===== config.mk =====
export PLATFORM = sky130hd
export DESIGN_NAME = rumble_seq
export DESIGN_NICKNAME = d
export VERILOG_FILES = /design/src/rtl/rumble_pkg.sv /design/src/rtl/rumble_slot_timer.sv /design/src/rtl/rumble_frame_ctr.sv /design/src/rtl/rumble_seq.sv
export SDC_FILE = /design/constraint.sdc
export NUM_CORES = 1
export LEC_CHECK = 0
export BUFFER_PORTS_ARGS = -buffer_cell sky130_fd_sc_hd__buf_4
export CAP_MARGIN = 20
export CORE_UTILIZATION = 45
export CTS_CLUSTER_DIAMETER = 30
export DETAILED_ROUTE_END_ITERATION = 10
export PLACE_DENSITY = 0.72
export SLEW_MARGIN = 5
export SYNTH_ARGS = -nofsm -noshare
export SYNTH_HDL_FRONTEND = slang
export SYNTH_SLANG_ARGS = --single-unit

===== constraint.sdc =====
create_clock -name clk -period 1.7 [get_ports clk]
set_input_delay 0.085 -clock clk [delete_from_list [all_inputs] [get_ports clk]]
set_output_delay 0.085 -clock clk [all_outputs]
set_load 0.1 [all_outputs]

===== src/rtl/rumble_pkg.sv =====
package rumble_pkg;
  localparam int FRAME_BYTES = 35;
  localparam int IDX_W = 6;

  localparam logic [1:0] ACT_PREP = 2'd0;
  localparam logic [1:0] ACT_ON   = 2'd1;
  localparam logic [1:0] ACT_OFF  = 2'd2;
  localparam logic [1:0] ACT_BAD  = 2'd3;

  typedef enum logic [1:0] {
    ST_IDLE = 2'd0,
    ST_BIT  = 2'd1,
    ST_STOP = 2'd2,
    ST_FIN  = 2'd3
  } seq_state_e;

  // Byte value at a given frame position for a given action.
  function automatic logic [7:0] frame_byte(input logic [1:0] act, input logic [IDX_W-1:0] idx);
    logic [7:0] v;
    if (idx == '0)                 v = 8'h03;
    else if (idx == IDX_W'(1))     v = (act == ACT_PREP) ? 8'h80 : 8'hC0;
    else if (idx == IDX_W'(2))     v = (act == ACT_PREP) ? 8'h01 : 8'h1B;
    else if (act == ACT_PREP)      v = 8'h80;
    else if (act == ACT_ON)        v = 8'h01;
    else                           v = 8'h00;
    return v;
  endfunction
endpackage


===== src/rtl/rumble_slot_timer.sv =====
module rumble_slot_timer #(
  parameter int US_CYC = 4
) (
  input  logic       clk,
  input  logic       rst,
  input  logic       clr,
  input  logic       run,
  output logic [1:0] quarter,
  output logic       slot_end
);
  localparam int CNT_W = (US_CYC > 1) ? $clog2(US_CYC) : 1;
  localparam logic [CNT_W-1:0] CNT_LAST = CNT_W'(US_CYC - 1);

  logic [CNT_W-1:0] cnt;

  assign slot_end = run && (cnt == CNT_LAST);

  always_ff @(posedge clk) begin
    if (rst || clr) begin
      cnt     <= '0;
      quarter <= 2'd0;
    end else if (run) begin
      if (cnt == CNT_LAST) begin
        cnt     <= '0;
        quarter <= quarter + 2'd1;
      end else begin
        cnt <= cnt + CNT_W'(1);
      end
    end
  end

  // Each microsecond slot ends by advancing to the next quarter of the cell.
  assert_quarter_step_R6: assert property (@(posedge clk) disable iff (rst)
    (slot_end && !clr) |=> (quarter == 2'($past(quarter) + 2'd1)));
endmodule


===== src/rtl/rumble_frame_ctr.sv =====
module rumble_frame_ctr
  import rumble_pkg::*;
(
  input  logic             clk,
  input  logic             rst,
  input  logic             start,
  input  logic             adv,
  output logic [IDX_W-1:0] byte_idx,
  output logic [2:0]       bit_idx,
  output logic             last_bit
);
  localparam logic [IDX_W-1:0] LAST_BYTE = IDX_W'(FRAME_BYTES - 1);

  assign last_bit = (byte_idx == LAST_BYTE) && (bit_idx == 3'd0);

  always_ff @(posedge clk) begin
    if (rst || start) begin
      byte_idx <= '0;
      bit_idx  <= 3'd7;
    end else if (adv && !last_bit) begin
      bit_idx <= bit_idx - 3'd1;
      if (bit_idx == 3'd0) byte_idx <= byte_idx + IDX_W'(1);
    end
  end

  assert_msb_first_R5: assert property (@(posedge clk) disable iff (rst)
    start |=> (bit_idx == 3'd7 && byte_idx == '0));
  assert_byte_bound_R5: assert property (@(posedge clk) disable iff (rst)
    byte_idx <= LAST_BYTE);
endmodule


===== src/rtl/rumble_seq.sv =====
module rumble_seq
  import rumble_pkg::*;
#(
  parameter int CLK_HZ = 4_000_000
) (
  input  logic       clk,
  input  logic       rst,
  input  logic       req,
  input  logic [1:0] sel,
  output logic       busy,
  output logic       done,
  output logic       line_low
);
  localparam int US_CYC = (CLK_HZ / 1_000_000 > 0) ? CLK_HZ / 1_000_000 : 1;

  seq_state_e       state;
  logic [1:0]       act_q;
  logic [1:0]       quarter;
  logic             slot_end;
  logic [IDX_W-1:0] byte_idx;
  logic [2:0]       bit_idx;
  logic             last_bit;
  logic [7:0]       cur_byte;
  logic             cur_bit;
  logic             start;
  logic             bit_end;
  logic             drive_c;

  assign start   = (state == ST_IDLE) && req && (sel != ACT_BAD);
  assign bit_end = (state == ST_BIT) && slot_end && (quarter == 2'd3);

  rumble_slot_timer #(.US_CYC(US_CYC)) timer_i (
    .clk(clk), .rst(rst), .clr(start),
    .run((state == ST_BIT) || (state == ST_STOP)),
    .quarter(quarter), .slot_end(slot_end)
  );

  rumble_frame_ctr frame_i (
    .clk(clk), .rst(rst), .start(start), .adv(bit_end),
    .byte_idx(byte_idx), .bit_idx(bit_idx), .last_bit(last_bit)
  );

  assign cur_byte = frame_byte(act_q, byte_idx);
  assign cur_bit  = cur_byte[bit_idx];

  // Low for the first quarter always; also the middle two for a zero.
  assign drive_c = ((state == ST_BIT) &&
                    ((quarter == 2'd0) || ((quarter != 2'd3) && !cur_bit))) ||
                   ((state == ST_STOP) && (quarter == 2'd0));

  always_ff @(posedge clk) begin
    if (rst) begin
      state <= ST_IDLE;
      act_q <= ACT_PREP;
    end else begin
      case (state)
        ST_IDLE: if (start) begin
          state <= ST_BIT;
          act_q <= sel;
        end
        ST_BIT:  if (bit_end && last_bit) state <= ST_STOP;
        ST_STOP: if (slot_end) state <= ST_FIN;
        default: state <= ST_IDLE;
      endcase
    end
  end

  always_ff @(posedge clk) begin
    if (rst) begin
      line_low <= 1'b0;
      done     <= 1'b0;
    end else begin
      line_low <= drive_c;
      done     <= (state == ST_FIN);
    end
  end

  assign busy = (state != ST_IDLE);

  assert_idle_released_R1: assert property (@(posedge clk) disable iff (rst)
    (state == ST_IDLE && $past(state == ST_IDLE)) |-> !line_low);
  assert_done_released_R7: assert property (@(posedge clk) disable iff (rst)
    done |-> (!line_low && !busy));
  assert_done_single_R7: assert property (@(posedge clk) disable iff (rst)
    done |=> !done);
  assert_action_held_R9: assert property (@(posedge clk) disable iff (rst)
    (state != ST_IDLE && $past(state != ST_IDLE)) |-> $stable(act_q));
  assert_bad_code_idle_R10: assert property (@(posedge clk) disable iff (rst)
    (state == ST_IDLE && req && sel == ACT_BAD) |=> (state == ST_IDLE));
endmodule


==> impl_metrics.json, run 1 <==
{
  "syn_nets": 153,
  "drcViolationCount": 0,
  "crit_type": "flip-flop to flip-flop",
  "status": "finished with violations",
  "final_util_pct": 69.66,
  "synth_seq_cells": 19,
  "synth_cell_types": 35,
  "hpwl_um": 2005,
  "num_antenna_cells": 0,
  "critPathLaunchType": "flip-flop",
  "final.setup.tns_ps": -69.21,
  "placed_area_um2": 1420,
  "setup_viol": 2,
  "post_synth.cell_area_avg_um2": 8.425,
  "cts.sinks": 19,
  "fp.dieH_um": 52.28,
  "vias": 1133,
  "synthCells": 135,
  "crit_arrival_ps": 1980,
  "start_util_pct": 49.51,
  "crit_required_ps": 1920,
  "worst_slack_ps": -62.62,
  "insertion_delay_ps": 310,
  "ys_seq_area_share_pct": 33.44,
  "layoutNonFillerInstCount": 201,
  "io_pins": 8,
  "dpl.cell_count": 187,
  "grt_overflow": 0,
  "min_path_type": "input pin to flip-flop",
  "drt-met1-wl_um": 1287,
  "clock_skew_ps": 0.9256,
  "fp.dieArea_um2": 2733,
  "cts-buffers-inserted": 3,
  "ir_drop_mv": 1.056,
  "grt_pass1_wl_um": 4885,
  "ff2ff_setup_slack_ps": -60,
  "worstRegToRegCells": 6,
  "cts_htree_levels": 1,
  "yosysWarnings": 0,
  "violations": "negative setup slack",
  "slew_violations": 0,
  "max-cap-violations": 0,
  "wl_met3_um": 104,
  "power.density_nw_per_um2": 1080,
  "routed_wl_um": 2962,
  "synthesis.area_um2": 1137,
  "async_flop_share_pct": 0,
  "port_buffers": 7,
  "design.core.area_um2": 2297,
  "highest_layer": "met4",
  "synth_top_area_cell": "dfxtp_1",
  "cts.clk_slew.worst_paths_ps": 120,
  "gp_congestion": 0.8645,
  "leakagePower_uw": 0.0006856,
  "ys.flop_type": "dfxtp_1",
  "finalHoldViolations": 0,
  "vias_per_cell": 5.637,
  "rr_startpoint": "frame_i.bit_idx[0]",
  "dr.pass1.iters": 4,
  "rsz0062_at_grt": "yes",
  "synthTopCellsByArea": "dfxtp_1 (33%), ha_1 (14%), nor2_1 (5.6%)",
  "cts_tree": "yes",
  "dieWidth_um": 52.28,
  "routedWlPerCell_um": 14.74,
  "worstHoldStart": "sel[1]",
  "min_to": "act_q[0]",
  "rr_endpoint": "state[0]",
  "row_count": 17,
  "final_nets": 192,
  "synth_top_area_share_pct": 33.44,
  "max_slew_margin_pct": 75.40,
  "fmax_ghz": 0.5673,
  "drive_above_1_share_pct": 38.73,
  "min_period_over_period_pct": 103.7,
  "track_usage_pct": 24.59,
  "period_minus_slack_ps": 1763,
  "finalInstanceArea_um2": 1600,
  "drt_iter0_markers": 18,
  "synth_edf_count": 0,
  "antenna_found_initial": 0,
  "place_ws_ps": -39.45,
  "clockRootBuffer": "clkbuf_4",
  "syn2layout_area_growth_pct": 40.70,
  "worst_pin_slew_ps": 366.6,
  "worst_setup_path_end_kind": "flip-flop",
  "hold_depth": 4,
  "wl_met2_um": 1481,
  "fillers": 177,
  "grt_max_degree": 14,
  "cts_buffer_depth": 2,
  "cp_max_fo": 3,
  "drtAntennaViolNets": 0,
  "grt_pass1_vias": 1133
}
## cell usage in the layout, fill, tap and decap left out, types with 2 or more instances in the layout
cell,instances
nor2_1,17
o21ai_0,4
a21oi_1,5
o211ai_1,2
nor2b_1,2
nand2b_1,2
ha_1,9
ha_4,3
dfxtp_1,14
or3_4,2
a211oi_1,2
buf_4,37
mux2i_1,4
inv_2,2
clkbuf_4,3
xnor2_1,3
nand2_1,11
nand4_1,2
nor3_1,3
nand3_1,2
or3_1,2
dfxtp_2,5
o2111ai_1,3
inv_1,8
## power by group
part / leakage, µW / switching (µW) / internal (µW)
combinational: 0.000515 / 521 / 412
clock: 0.0000150 / 160 / 91.9
sequential: 0.000155 / 40.2 / 503
## worst max path at each step
stage | from | end | slack (ps) | depth (start not counted)
2_1_floorplan | state[1] | state[0] | -80 | 5
3_3_place_gp | state[0] | state[0] | 5 | 5
3_5_place_dp | state[0] | frame_i.byte_idx[5] | -40 | 6
4_1_cts | state[1] | state[0] | -50 | 6
5_1_grt | frame_i.bit_idx[0] | state[0] | -140 | 6
6_report | frame_i.bit_idx[0] | state[0] | -60 | 6
## repair_timing
action / 4_1_cts / 5_1_grt
pin swaps: 4 / 6
hold buffers: 1 / 0
buffers inserted: 6 / 3
gates resized for setup: 14 / 5
setup endpoints to repair: 6 / 7
endpoints found under the hold margin: 2 / 0
## critical path, stage by stage, from the launching register on
cell,delay [ps]
dfxtp_1,350
inv_1,100
ha_1,170
nand4b_1,220
o41ai_4,290
o221a_4,240
mux2_4,290
## metal layers
| metal | track usage [%] | vias up |
|---|---|---|
| met1 | 27.11 | 544 |
| li1 | - | 549 |
| met4 | 14.04 | 0 |
| met2 | 44.44 | 31 |
| met3 | 3.478 | 9 |
| met5 | 0 | - |
## metrics by stage
stage	hold slack, ps	total power [µW]
after floorplan	265.3	1143
after global routing	63.19	1811
after CTS	59.64	1681
after detailed placement	320.5	1337
final	58.98	1728
after global placement	314.4	1308
## flip-flops by register name, summed over array words and instances (netlist names)
signal / flops
line_low: 1
timer_i.quarter: 2
done: 1
act_q: 2
timer_i.cnt: 2
frame_i.byte_idx: 6
state: 2
frame_i.bit_idx: 3
## Yosys cell counts, types with 2 or more instances
master      n
a21oi_1     6
a211oi_1    2
dfxtp_1    19
nor2_1     17
or3_1       4
clkbuf_1    3
nand3_1     2
xnor2_1     3
mux2i_1     4
nor3_1      3
o211ai_1    2
nor2b_1     3
nand2_1    13
inv_1      11
buf_2       2
o2111ai_1   4
nand2b_1    2
o21ai_0     5
ha_1       13
nand4_1     2
## area by class of cell
cell class	count	area (µm²)	share of cell area, %
Timing Repair Buffer	39	299.0	18.69
Sequential cell	19	386.6	24.16
Clock buffer	4	26.28	1.642
Tap cell	28	35.03	2.189
Multi-Input combinational cell	100	808.3	50.51
Inverter	11	45.04	2.815
## logic make-up (layout without fill, tap and decap cells)
family,count (synthesis),in the layout,synth area share (%)
and+or+nand+nor,51,51,21.67
AOI/OAI and AO/OA,26,26,16.50
buffers and inverters,16,54,5.501
muxes,6,6,5.501
DFF,19,19,33.44
xor gates and xnor gates,4,4,3.081
adders and majority gates,13,13,14.30
Note: power is estimated with default switching activity, not from simulation.
==> inputs of run 2 (changes only) <==
- SETUP_SLACK_MARGIN: unset -> 0.5
==> impl_metrics.json, run 2 (same netlist as run 1, synthesis figures left out) <==
{
  "antenna_found_initial": 0,
  "final_cell_mix": "buf_4 (30), nor2_1 (16), nand2_1 (11), dfxtp_1 (11), buf_6 (9)",
  "num_antenna_cells": 0,
  "cts_tree": "yes",
  "crit_arrival_ps": 1980,
  "power.density_nw_per_um2": 1033,
  "vias_per_cell": 5.696,
  "status": "finished with violations",
  "track_usage_pct": 23.07,
  "violations": "negative setup slack",
  "slew_violations": 0,
  "final_nets": 195,
  "dieWidth_um": 52.28,
  "drcViolationCount": 0,
  "grt_overflow": 0,
  "grt_pass1_wl_um": 4512,
  "fmax_ghz": 0.5663,
  "final.setup.tns_ps": -104.7,
  "largest-register": "frame_i.byte_idx",
  "rr_endpoint": "state[1]",
  "routed_wl_um": 3529,
  "vias": 1162,
  "regArea_um2": 392.9,
  "drtAntennaViolNets": 0,
  "row_count": 17,
  "path_cells": "inv_4, ha_4, nand2_4, o41ai_4, o221a_4, buf_6, mux2i_1",
  "start_util_pct": 49.51,
  "cp-endpoint": "state[1]",
  "rsz0062_at_grt": "yes",
  "io_pins": 8,
  "largest_reg_flops": 6,
  "final_common_cell": "buf_4",
  "rr_startpoint": "state[0]",
  "place_ws_ps": -17.26,
  "critPathLaunchType": "flip-flop",
  "min_period_over_period_pct": 103.9,
  "finalHoldViolations": 0,
  "fp.dieH_um": 52.28,
  "worst_slack_ps": -65.71,
  "dr.pass1.iters": 4,
  "ir_drop_mv": 0.9905,
  "grt_pass1_vias": 1054,
  "fp.dieArea_um2": 2733,
  "cts.clk_slew.worst_paths_ps": 120,
  "clock_skew_ps": 5.672,
  "setup_viol": 2,
  "drive_above_1_share_pct": 48.30,
  "routedWlPerCell_um": 17.30,
  "port_buffers": 7,
  "worstRegToRegCells": 7,
  "max-cap-violations": 0,
  "hold_ws_ps": 90.57,
  "max_stage_delay_ps": 400,
  "multi_input_area_um2": 878.3,
  "clockRootBuffer": "clkbuf_4",
  "max_slew_margin_pct": 76.07,
  "ff2ff_setup_slack_ps": -70,
  "slowest_stage": "dfxtp_4",
  "worst_setup_path_end_kind": "flip-flop",
  "insertion_delay_ps": 300,
  "fillers": 136,
  "worst_pin_slew_ps": 355.2,
  "cp_max_fo": 4,
  "design.core.area_um2": 2297,
  "cts_htree_levels": 1,
  "grt_max_degree": 14,
  "syn2layout_area_growth_pct": 53.14,
  "drt_iter0_markers": 31,
  "cts.sinks": 19,
  "period_minus_slack_ps": 1766,
  "crit_required_ps": 1910,
  "min_path_type": "input pin to flip-flop",
  "cts_buffer_depth": 2,
  "top_regs": "frame_i.byte_idx x6, frame_i.bit_idx x3",
  "hpwl_um": 1958,
  "gp_congestion": 0.8646,
  "cts-buffers-inserted": 3,
  "leakagePower_uw": 0.0007214,
  "crit_type": "flip-flop to flip-flop",
  "crit_start": "state[0]"
}
-- run 2: changes by cell type in the layout (fill, tap and decap cells not counted), sizes merged --
cell         delta
buf             +2
dlygate4sd3     +1
-- run 2: worst min path at each step --
stage           start        to  slack [ps]  cells after the start
2_1_floorplan  sel[1]  act_q[1]         270                      2
3_5_place_dp      rst      done         320                      2
6_report       sel[1]  act_q[0]          90                      4
5_1_grt        sel[1]  act_q[0]         120                      4
4_1_cts        sel[1]  act_q[0]          70                      4
3_3_place_gp      rst      done         310                      2
-- run 2: layer usage --
metal  global-route usage (%)  wire length (µm)  vias up
li1                         -                 -      557
met1                    25.71              1568      550
met2                    41.24              1713       42
met3                    4.348               135       13
met4                    11.84               112        0
met5                        0                 0        -
-- run 2: metrics by stage --
stage               utilization (%)  cells  power [µW]  area, µm²
finish                        75.82    204        1800       1742
global route                  75.82    204        1872       1742
global placement              62.25    187        1302       1430
CTS                           70.15    200        1644       1612
floorplan                         -    135        1143       1217
detailed placement            62.25    187        1328       1430
-- run 2: repair_timing --
item | in CTS | in global routing
setup endpoints to repair | 16 | 16
endpoints found under the hold margin | 2 | 0
hold buffers | 2 | 0
setup buffers | 7 | 4
gates resized for setup | 27 | 19
gates cloned | 0 | 0
pin swaps | 21 | 8
-- run 2: layout make-up --
class                      count  area share (%)
inverter                      11           2.730
clock buffer                   4           1.509
timing repair buffer          42           20.76
sequential                    19           22.56
tap                           28           2.011
multi-input combinational    100           50.43
-- run 2: power breakdown --
group	leakage [µW]	switching [µW]	internal, µW
Combinational	0.000550	553	445
Sequential	0.000156	48.8	506
Clock	0.0000150	156	91.4
Total	0.000721	757	1040
-- run 2: critical path, delay by kind of cell (launching register included) --
family	cells	cell delay [ps]
mux	1	230
flops	1	400
buf+inv	2	150
fa+ha+maj	1	280
compound gates	2	550
simple gates	1	60
